### config.mk
export PLATFORM = sky130hd
export DESIGN_NAME = daisy_adc_port
export DESIGN_NICKNAME = d
export VERILOG_FILES = /design/src/rtl/daisy_adc_port.sv
export SDC_FILE = /design/constraint.sdc
export NUM_CORES = 1
export LEC_CHECK = 0
export BUFFER_PORTS_ARGS = -buffer_cell sky130_fd_sc_hd__buf_4
export CORE_MARGIN = 1.5
export CORE_UTILIZATION = 52
export DETAILED_ROUTE_END_ITERATION = 12
export PLACE_DENSITY = 0.75
export REMOVE_ABC_BUFFERS = 1
export SLEW_MARGIN = 10
export SYNTH_ARGS = -nofsm -noshare
export SYNTH_HDL_FRONTEND = slang
export SYNTH_SLANG_ARGS = --single-unit
### constraint.sdc
create_clock -name clk -period 1.9 [get_ports clk]
set_input_delay 0.38 -clock clk [delete_from_list [all_inputs] [get_ports clk]]
set_output_delay 0.38 -clock clk [all_outputs]
set_load 0.1 [all_outputs]
### src/rtl/daisy_adc_port.sv
module daisy_adc_port #(
  parameter int WORD_W  = 22,
  parameter int OP_W    = 2,
  parameter int ADDR_W  = 8,
  parameter int DATA_W  = 12,
  parameter int NREGS   = 4,
  parameter int FIELD_W = 8
) (
  input  logic              clk,
  input  logic              rst_n,
  input  logic              conv_start,
  input  logic              cs_n,
  input  logic              sclk,
  input  logic              sdi,
  input  logic [WORD_W-1:0] sample_data,
  output logic              sdo,
  output logic              wr_stb,
  output logic [ADDR_W-1:0] wr_addr,
  output logic [DATA_W-1:0] wr_data,
  output logic              chain_ok
);
  localparam int CNT_W = $clog2(WORD_W + 1);
  localparam int IDX_W = (NREGS > 1) ? $clog2(NREGS) : 1;
  localparam logic [OP_W-1:0] OP_WR = OP_W'(1);
  localparam logic [OP_W-1:0] OP_RD = OP_W'(2);

  logic [WORD_W-1:0] usr;
  logic [CNT_W-1:0]  cap_cnt;
  logic              cs_q, sclk_q, conv_q;
  logic [DATA_W-1:0] cfg [NREGS];

  wire cs_fall   = cs_q & ~cs_n;
  wire cs_rise   = ~cs_q & cs_n;
  wire sclk_rise = ~cs_n & sclk & ~sclk_q;
  wire sclk_fall = ~cs_n & ~sclk & sclk_q;
  wire conv_rise = cs_n & conv_start & ~conv_q;

  wire [OP_W-1:0]   op   = usr[WORD_W-1 -: OP_W];
  wire [ADDR_W-1:0] addr = usr[DATA_W +: ADDR_W];
  wire [DATA_W-1:0] dat  = usr[DATA_W-1:0];
  wire full     = (cap_cnt == CNT_W'(WORD_W));
  wire in_range = (addr < ADDR_W'(NREGS));
  wire do_wr    = cs_rise & full & (op == OP_WR);
  wire do_rd    = cs_rise & full & (op == OP_RD);
  wire [DATA_W-1:0] rd_val = in_range ? cfg[addr[IDX_W-1:0]] : '0;

  always_ff @(posedge clk or negedge rst_n) begin
    if (!rst_n) begin
      cs_q   <= 1'b1;
      sclk_q <= 1'b0;
      conv_q <= 1'b0;
    end else begin
      cs_q   <= cs_n;
      sclk_q <= sclk;
      conv_q <= conv_start;
    end
  end

  always_ff @(posedge clk or negedge rst_n) begin
    if (!rst_n)         usr <= '0;
    else if (conv_rise) usr <= sample_data;
    else if (sclk_rise) usr <= {usr[WORD_W-2:0], sdi};
    else if (do_rd)     usr <= {op, addr, rd_val};
  end

  always_ff @(posedge clk or negedge rst_n) begin
    if (!rst_n)                 cap_cnt <= '0;
    else if (cs_fall)           cap_cnt <= '0;
    else if (sclk_rise && !full) cap_cnt <= cap_cnt + CNT_W'(1);
  end

  always_ff @(posedge clk or negedge rst_n) begin
    if (!rst_n)                    sdo <= 1'b0;
    else if (cs_fall || sclk_fall) sdo <= usr[WORD_W-1];
  end

  always_ff @(posedge clk or negedge rst_n) begin
    if (!rst_n) begin
      wr_stb  <= 1'b0;
      wr_addr <= '0;
      wr_data <= '0;
    end else begin
      wr_stb <= do_wr;
      if (do_wr) begin
        wr_addr <= addr;
        wr_data <= dat;
      end
    end
  end

  for (genvar g = 0; g < NREGS; g++) begin : g_cfg
    always_ff @(posedge clk or negedge rst_n) begin
      if (!rst_n)                                 cfg[g] <= '0;
      else if (do_wr && addr == ADDR_W'(g)) cfg[g] <= dat;
    end
  end

  assign chain_ok = (cfg[0][FIELD_W-1:0] <= FIELD_W'(1));
endmodule


==> impl_results.html, run 1 <==
<table>
<tr><th>Metric</th><th>Value</th></tr>
<tr><th colspan="2">Run status</th></tr>
<tr><td>Outcome</td><td>finished, violations left</td></tr>
<tr><td>Failing checks</td><td>negative setup slack</td></tr>
<tr><th colspan="2">Worst setup path</th></tr>
<tr><td>Worst EP arrival</td><td>1.83 ns</td></tr>
<tr><td>Required time at the worst-slack endpoint</td><td>1.52 ns</td></tr>
<tr><td>Critical-path maximum fanout</td><td>3</td></tr>
<tr><td>Sort of element at the start of the critical path</td><td>register</td></tr>
<tr><td>Minimum setup slack among reg-to-reg paths</td><td>-0.14 ns</td></tr>
<tr><td>Critical path's slowest cell</td><td>or4_4</td></tr>
<tr><td>Delay of the slowest cell on the worst path</td><td>approximately 0.56 ns</td></tr>
<tr><td>Cells along the critical path</td><td>or4_4, nor4_4, buf_6</td></tr>
<tr><td>Worst setup path category</td><td>reg -&gt; out</td></tr>
<tr><td>Crit end category</td><td>output pin</td></tr>
<tr><th colspan="2">Timing</th></tr>
<tr><td>Final hold violations</td><td>0</td></tr>
<tr><td>Final slew viol count</td><td>0</td></tr>
<tr><td>Setup Skew</td><td>approximately 0.013 ns</td></tr>
<tr><td>Smallest hold slack</td><td>0.123 ns</td></tr>
<tr><td>Slack of the critical path</td><td>-0.315 ns</td></tr>
<tr><td>Final min period</td><td>approximately 2.2 ns</td></tr>
<tr><td>Worst slew margin relative to its limit</td><td>68.4%</td></tr>
<tr><td>Setup tns final</td><td>-3.91 ns</td></tr>
<tr><td>Unrepaired setup endpoints after global routing</td><td>true</td></tr>
<tr><td>Fmax</td><td>approximately 450 MHz</td></tr>
<tr><td>Endpoints failing setup</td><td>58</td></tr>
<tr><td>Final worst-path cycle share</td><td>117%</td></tr>
<tr><td>Transition time at the pin with the least slew margin</td><td>0.473 ns</td></tr>
<tr><th colspan="2">Floorplanning</th></tr>
<tr><td>Area of the die</td><td>slightly above 9000 µm²</td></tr>
<tr><td>Number of primary I/O pins</td><td>51</td></tr>
<tr><td>Effective utilization at floorplan</td><td>between 50% and 60%</td></tr>
<tr><td>Total number of placement rows</td><td>33</td></tr>
<tr><td>Horizontal die dimension</td><td>between 90 and 100 µm</td></tr>
<tr><td>Core ar.</td><td>8220 µm²</td></tr>
<tr><td>Die Ht</td><td>~95 µm</td></tr>
<tr><th colspan="2">Layout</th></tr>
<tr><td>Final std cells w/o fill</td><td>542</td></tr>
<tr><td>Proportion of layout cells with a drive suffix above 1</td><td>about half</td></tr>
<tr><td>Number of nets in the layout</td><td>~460</td></tr>
<tr><td>Antenna Cells</td><td>0</td></tr>
<tr><td>Layout overhead on the synthesized area</td><td>32.4%</td></tr>
<tr><td>Commonest cells after routing, fill and taps aside</td><td>99 x dfrtp_1, 76 x buf_4, 39 x nand2_1</td></tr>
<tr><td>Most frequent standard cell in the layout excluding fill and tap cells</td><td>dfrtp_1</td></tr>
<tr><th colspan="2">Synth</th></tr>
<tr><td>Sequential-to-total area share from yosys stat</td><td>56.6%</td></tr>
<tr><td>Yosys reg bits</td><td>100</td></tr>
<tr><td>Number of instances in the synthesized netlist</td><td>between 300 and 400</td></tr>
<tr><td>Yosys cell types</td><td>40</td></tr>
<tr><td>Average cell area after synthesis</td><td>12.9 µm²</td></tr>
<tr><td>Synthesized area</td><td>around 4400 µm²</td></tr>
<tr><td>Number of warnings issued by yosys</td><td>0</td></tr>
<tr><th colspan="2">Clock tree</th></tr>
<tr><td>Worst-path clk slew</td><td>roughly 0.1 ns</td></tr>
<tr><td>Clock Latency Late Sink</td><td>about 0.37 ns</td></tr>
<tr><td>Clock tree from TritonCTS</td><td>yes</td></tr>
<tr><td>Sink Count</td><td>100</td></tr>
<tr><td>Maximum clock path buffer count</td><td>2</td></tr>
<tr><td>CTS H-tree lvls</td><td>3</td></tr>
<tr><td>Number of CTS-inserted buffers</td><td>9</td></tr>
<tr><td>Clock root buffer</td><td>clkbuf_8</td></tr>
<tr><th colspan="2">Global routing</th></tr>
<tr><td>Antenna violations before repair</td><td>0</td></tr>
<tr><td>Number of global-route vias before repair</td><td>around 3500</td></tr>
<tr><td>Met3 track demand over resource in global routing</td><td>under 10%</td></tr>
<tr><td>Layer with the highest usage</td><td>met2</td></tr>
<tr><td>Global-route met2 utilization</td><td>47.7%</td></tr>
<tr><td>Wire length of the first global-routing pass</td><td>~19000 µm</td></tr>
<tr><td>Met1 layer usage reported by global route</td><td>between 30% and 40%</td></tr>
<tr><td>Total grt overflow</td><td>0</td></tr>
<tr><td>GRT Util Overall</td><td>between 20% and 30%</td></tr>
<tr><td>Largest net degree at the start of global routing</td><td>42</td></tr>
<tr><th colspan="2">Detailed routing</th></tr>
<tr><td>Total wirelength of the detailed-routed design</td><td>~13000 µm</td></tr>
<tr><td>Detailed-route wire length per cell</td><td>about 23 µm</td></tr>
<tr><td>Iteration-0 DRC count of the detailed router</td><td>206</td></tr>
<tr><td>Mean number of vias per cell</td><td>a little over 6</td></tr>
<tr><td>Number of DRC violations after detailed routing</td><td>0</td></tr>
<tr><td>Residual antenna-violating net count after detailed routing</td><td>0</td></tr>
<tr><td>DR vias</td><td>roughly 3400</td></tr>
<tr><td>First drt pass iteration count</td><td>6</td></tr>
<tr><th colspan="2">Job</th></tr>
<tr><td>Number of maximum-capacitance constraint violations</td><td>0</td></tr>
<tr><th colspan="2">Place</th></tr>
<tr><td>Detailed placer's ending HPWL</td><td>around 7000 µm</td></tr>
<tr><td>Placed Instances</td><td>just over 500</td></tr>
<tr><td>Final Wtd Congestion</td><td>0.812</td></tr>
<tr><td>Input/output buffers</td><td>50</td></tr>
<tr><th colspan="2">Power and ir drop</th></tr>
<tr><td>Leakage Power</td><td>roughly 2.8 nW</td></tr>
<tr><td>VDD IR max</td><td>roughly 460 µV</td></tr>
<tr><td>Total power divided by cell area</td><td>~800 nW/µm²</td></tr>
<tr><td>Final total power</td><td>4.70 mW</td></tr>
<tr><th colspan="2">Worst hold path</th></tr>
<tr><td>Path category of the worst min-delay check</td><td>in -&gt; reg</td></tr>
</table>
area by class of cell:
cell class	count	area, µm²
Clock buffer	12	145
Clock inverter	4	72.6
Fill cell	524	2350
Inverter	5	18.8
Multi-Input combinational cell	216	2080
Sequential cell	100	2500
Tap cell	105	131
Timing Repair Buffer	100	915
registers in the layout, indices dropped and copies added, names as in the netlist:
name,cells
cfg,48
usr,22
wr_data,12
wr_addr,8
cap_cnt,5
conv_q,1
cs_q,1
sclk_q,1
sdo,1
wr_stb,1
synthesized netlist by cell type (all sizes together):
master | n | area [µm²]
xor2 | 2 | 17.5
or3 | 1 | 6.26
and4b | 1 | 10.0
nand4b | 1 | 8.76
nand4 | 13 | 81.3
and3b | 1 | 8.76
inv | 5 | 18.8
mux4 | 12 | 270
a21oi | 15 | 75.1
or4bb | 1 | 11.3
o22ai | 12 | 75.1
nor3b | 1 | 12.5
and4bb | 1 | 12.5
dfrtp | 99 | 2480
nor4 | 5 | 46.3
clkbuf | 13 | 48.8
nor2b | 1 | 6.26
or4 | 2 | 18.8
buf | 10 | 65.1
a221o | 2 | 20.0
ha | 2 | 25.0
nand3 | 2 | 10.0
o31ai | 1 | 7.51
nand2 | 41 | 156
dfstp | 1 | 26.3
nand3b | 1 | 7.51
a22oi | 7 | 52.6
nor3 | 3 | 15.0
or3b | 1 | 8.76
o21ai | 4 | 20.0
nor2 | 7 | 26.3
o211ai | 1 | 12.5
a31oi | 13 | 81.3
mux2 | 61 | 687
kinds of logic (layout without fill, tap and decap cells):
| kind of cell | Yosys count | in the layout | synth area share (%) |
|---|---|---|---|
| flip-flops | 100 | 100 | 56.6 |
| AND/OR/NAND/NOR | 83 | 84 | 10.1 |
| multiplexers | 73 | 73 | 21.6 |
| AO/OA/AOI/OAI | 55 | 55 | 7.77 |
| buffers and inverters | 28 | 121 | 3.00 |
| adder cells (fa/ha/maj) | 2 | 2 | 0.565 |
| XOR/XNOR | 2 | 2 | 0.396 |
worst max-delay path: cells and delay by family, from the launching register on:
family                 cells  cell delay (ns)
and+or+nand+nor            2             0.78
DFF                        1             0.41
buffers and inverters      1             0.27
metal layers:
metal / share of wire [%] / up-vias
met5: 0 / -
met4: 2.9 / 0
met3: 6.2 / 29
met2: 50 / 176
met1: 41 / 1703
li1: - / 1452
path summary, 6_finish.rpt:
| kind | endpoint | start | cells after the start |
|---|---|---|---|
| max | chain_ok | cfg[40] | 3 |
| min | conv_q | conv_start | 1 |
| max reg2reg | cfg[8] | cap_cnt[0] | 7 |
| min reg2reg | wr_addr[7] | wr_addr[7] | 2 |
| max in group asynchronous | cs_q | rst_n | 3 |
| min in group asynchronous | wr_stb | rst_n | 2 |
timing repair:
item | CTS | global route
endpoints found under the setup margin | 49 | 62
hold endpoints to repair | 30 | 0
hold buffers | 1 | 0
gates cloned | 3 | 3
pin swaps | 3 | 7
resized for setup | 50 | 28
setup buffers | 7 | 4
where the power goes:
group,internal [mW],switching [mW]
Combinational,0.336,0.434
Clock,0.778,0.748
Sequential,2.23,0.175
Total,3.35,1.36
stage by stage:
stage	cell area, µm²	worst slack (ns)	util (%)
floorplan	4310	-2.18	-
global placement	5160	-0.0749	62.8
detailed placement	5160	-0.171	62.8
CTS	5650	-0.281	68.8
global route	5860	-0.322	71.3
finish	5860	-0.315	71.3
Power figures use the tool's default switching activity.
==> run 2: changes to the inputs <==
Settings changed: PLACE_DENSITY 0.75 to 0.73, SKIP_LAST_GASP set to 1.
==> run 2 against run 1 <==
Sequential power hardly changed. Routed wire length down 2.8%. Critical endpoint unchanged. Critical path type unchanged. The flow still finishes with violations (negative setup slack). Total power up 1.2%. Cell count increased by 0.18%. Non-clock buffer count rose by 1. Count of clock-buffer cells in the layout rose by 1.
==> impl_results.html, run 2 (synthesis results as in run 1) <==
<table>
<tr><th>Metric</th><th>Value</th></tr>
<tr><th colspan="2">Worst setup path</th></tr>
<tr><td>Crit end category</td><td>output pin</td></tr>
<tr><td>Worst setup path category</td><td>reg -&gt; out</td></tr>
<tr><td>Required time at the worst-slack endpoint</td><td>1.52 ns</td></tr>
<tr><td>Critical-path maximum fanout</td><td>3</td></tr>
<tr><td>Sort of element at the start of the critical path</td><td>register</td></tr>
<tr><td>Worst EP arrival</td><td>between 1.5 and 2 ns</td></tr>
<tr><th colspan="2">Timing</th></tr>
<tr><td>Endpoints failing setup</td><td>between 50 and 60</td></tr>
<tr><td>Slack of the critical path</td><td>-0.291 ns</td></tr>
<tr><td>Final hold violations</td><td>0</td></tr>
<tr><td>Fmax</td><td>roughly 460 MHz</td></tr>
<tr><td>Final min period</td><td>approximately 2.2 ns</td></tr>
<tr><td>Setup Skew</td><td>0.00806 ns</td></tr>
<tr><td>Final slew viol count</td><td>0</td></tr>
<tr><td>Unrepaired setup endpoints after global routing</td><td>true</td></tr>
<tr><td>Transition time at the pin with the least slew margin</td><td>around 0.50 ns</td></tr>
<tr><td>Setup tns final</td><td>-6.91 ns</td></tr>
<tr><td>Final worst-path cycle share</td><td>115%</td></tr>
<tr><td>Worst slew margin relative to its limit</td><td>between 60% and 70%</td></tr>
<tr><th colspan="2">Layout</th></tr>
<tr><td>Top reg by flops</td><td>cfg</td></tr>
<tr><td>Layout overhead on the synthesized area</td><td>31.9%</td></tr>
<tr><td>Number of flip-flops under the largest register name</td><td>48</td></tr>
<tr><td>Antenna Cells</td><td>0</td></tr>
<tr><td>Largest registers</td><td>cfg: 48 flops, usr: 22 flops, wr_data: 12 flops</td></tr>
<tr><td>Layout filler cell count</td><td>540</td></tr>
<tr><td>Number of nets in the layout</td><td>463</td></tr>
<tr><td>Commonest cells after routing, fill and taps aside</td><td>99 x dfrtp_1, 83 x buf_4, 39 x nand2_1</td></tr>
<tr><td>Most frequent standard cell in the layout excluding fill and tap cells</td><td>dfrtp_1</td></tr>
<tr><td>Proportion of layout cells with a drive suffix above 1</td><td>between 40% and 50%</td></tr>
<tr><th colspan="2">Power and ir drop</th></tr>
<tr><td>Total power divided by cell area</td><td>815 nW/µm²</td></tr>
<tr><td>Power share of the combinational group</td><td>16.8%</td></tr>
<tr><td>Switching Power</td><td>around 1.4 mW</td></tr>
<tr><td>VDD IR max</td><td>approximately 410 µV</td></tr>
<tr><td>Final total power</td><td>approximately 4.8 mW</td></tr>
<tr><td>Sequential Power Share</td><td>about half</td></tr>
<tr><td>Clock share of power</td><td>32.7%</td></tr>
<tr><td>Sw Share</td><td>between 20% and 30%</td></tr>
<tr><td>Leakage Power</td><td>between 2 and 3 nW</td></tr>
<tr><td>Internal cell power</td><td>between 3 and 4 mW</td></tr>
<tr><th colspan="2">Job</th></tr>
<tr><td>Number of maximum-capacitance constraint violations</td><td>0</td></tr>
<tr><th colspan="2">Floorplanning</th></tr>
<tr><td>Die Ht</td><td>between 90 and 100 µm</td></tr>
<tr><td>Area of the die</td><td>about 9100 µm²</td></tr>
<tr><td>Number of primary I/O pins</td><td>51</td></tr>
<tr><td>Effective utilization at floorplan</td><td>between 50% and 60%</td></tr>
<tr><td>Core ar.</td><td>slightly above 8000 µm²</td></tr>
<tr><td>Total number of placement rows</td><td>33</td></tr>
<tr><td>Horizontal die dimension</td><td>between 90 and 100 µm</td></tr>
<tr><th colspan="2">Detailed routing</th></tr>
<tr><td>Iteration-0 DRC count of the detailed router</td><td>approximately 260</td></tr>
<tr><td>DR vias</td><td>3358</td></tr>
<tr><td>Number of DRC violations after detailed routing</td><td>0</td></tr>
<tr><td>Mean number of vias per cell</td><td>~6.2</td></tr>
<tr><td>Total wirelength of the detailed-routed design</td><td>roughly 12000 µm</td></tr>
<tr><td>Detailed-route wire length per cell</td><td>between 20 and 25 µm</td></tr>
<tr><td>First drt pass iteration count</td><td>4</td></tr>
<tr><td>Residual antenna-violating net count after detailed routing</td><td>0</td></tr>
<tr><th colspan="2">Worst hold path</th></tr>
<tr><td>Path category of the worst min-delay check</td><td>in -&gt; reg</td></tr>
<tr><th colspan="2">Place</th></tr>
<tr><td>Detailed placer's ending HPWL</td><td>around 6800 µm</td></tr>
<tr><td>Final Wtd Congestion</td><td>0.874</td></tr>
<tr><td>Input/output buffers</td><td>50</td></tr>
<tr><th colspan="2">Global routing</th></tr>
<tr><td>Antenna violations before repair</td><td>0</td></tr>
<tr><td>Number of global-route vias before repair</td><td>approximately 3500</td></tr>
<tr><td>Total grt overflow</td><td>0</td></tr>
<tr><td>Largest net degree at the start of global routing</td><td>49</td></tr>
<tr><td>GRT Util Overall</td><td>roughly 28%</td></tr>
<tr><td>Wire length of the first global-routing pass</td><td>approximately 18000 µm</td></tr>
<tr><th colspan="2">Clock tree</th></tr>
<tr><td>Number of CTS-inserted buffers</td><td>9</td></tr>
<tr><td>Sink Count</td><td>100</td></tr>
<tr><td>Clock tree from TritonCTS</td><td>yes</td></tr>
<tr><td>Clock Latency Late Sink</td><td>0.37 ns</td></tr>
<tr><td>Maximum clock path buffer count</td><td>2</td></tr>
<tr><td>Worst-path clk slew</td><td>~0.10 ns</td></tr>
<tr><td>CTS H-tree lvls</td><td>3</td></tr>
<tr><td>Clock root buffer</td><td>clkbuf_8</td></tr>
<tr><th colspan="2">Run status</th></tr>
<tr><td>Outcome</td><td>finished, violations left</td></tr>
<tr><td>Failing checks</td><td>negative setup slack</td></tr>
</table>
run 2: layer usage:
| metal | vias up | wire, µm | global-route usage [%] |
|---|---|---|---|
| li1 | 1457 | - | - |
| met1 | 1719 | 5070 | 36.8 |
| met3 | 36 | 770 | 4.78 |
| met4 | 0 | 364 | 11.9 |
| met2 | 146 | 6110 | 44.5 |
| met5 | - | 0 | 0 |
run 2: cell type report:
type	instances	area (µm²)	share of cell area, %
clock inverter	3	68.8	1.18
inverter	5	18.8	0.321
tap	105	131	2.25
sequential	100	2500	42.9
clock buffer	13	159	2.72
multi-input combinational	216	2070	35.4
timing repair buffer	101	891	15.3
run 2: path summary, 6_finish.rpt:
check	start	slack (ns)	endpoint	depth (start not counted)
hold reg to reg	wr_addr[5]	0.48	wr_addr[5]	2
max in group asynchronous	rst_n	0.90	cfg[41]	3
hold / removal	sclk	0.14	sclk_q	1
min in group asynchronous	rst_n	0.44	wr_addr[1]	2
setup reg to reg	cap_cnt[0]	-0.24	cfg[10]	7
setup / recovery	cfg[40]	-0.29	chain_ok	3
run 2: worst max-delay path, cell delays in order, from the launching register on:
cell     delay [ns]
dfrtp_1        0.41
or4_4          0.56
nor4_4         0.21
buf_6          0.27
run 2: metrics by stage:
step           worst slack, ns  area (µm²)  cells  hold WS [ns]  utilization (%)
2_1_floorplan            -2.18        4310    320        0.0844                -
3_3_place_gp           -0.0871        5120    507         0.288             62.3
3_5_place_dp            -0.155        5120    507         0.292             62.3
4_1_cts                 -0.292        5580    532         0.133             67.9
5_1_grt                 -0.338        5840    543         0.124             71.1
6_report                -0.291        5840    543         0.135             71.1
run 2: power groups by stage:
stage	Clock [mW]	Combinational, mW	Sequential, mW
finish	1.56	0.798	2.41
global route	1.67	0.855	2.43
CTS	1.57	0.696	2.39
detailed placement	0	0.648	2.42
global placement	0	0.631	2.42
floorplan	0	0.243	2.46
run 2: timing repair:
item,in CTS,in global routing
gates resized for setup,42,31
endpoints found under the setup margin,49,69
hold endpoints to repair,18,0
gates cloned,4,3
hold buffers,1,0
buffers inserted,4,11
pin swaps,4,8
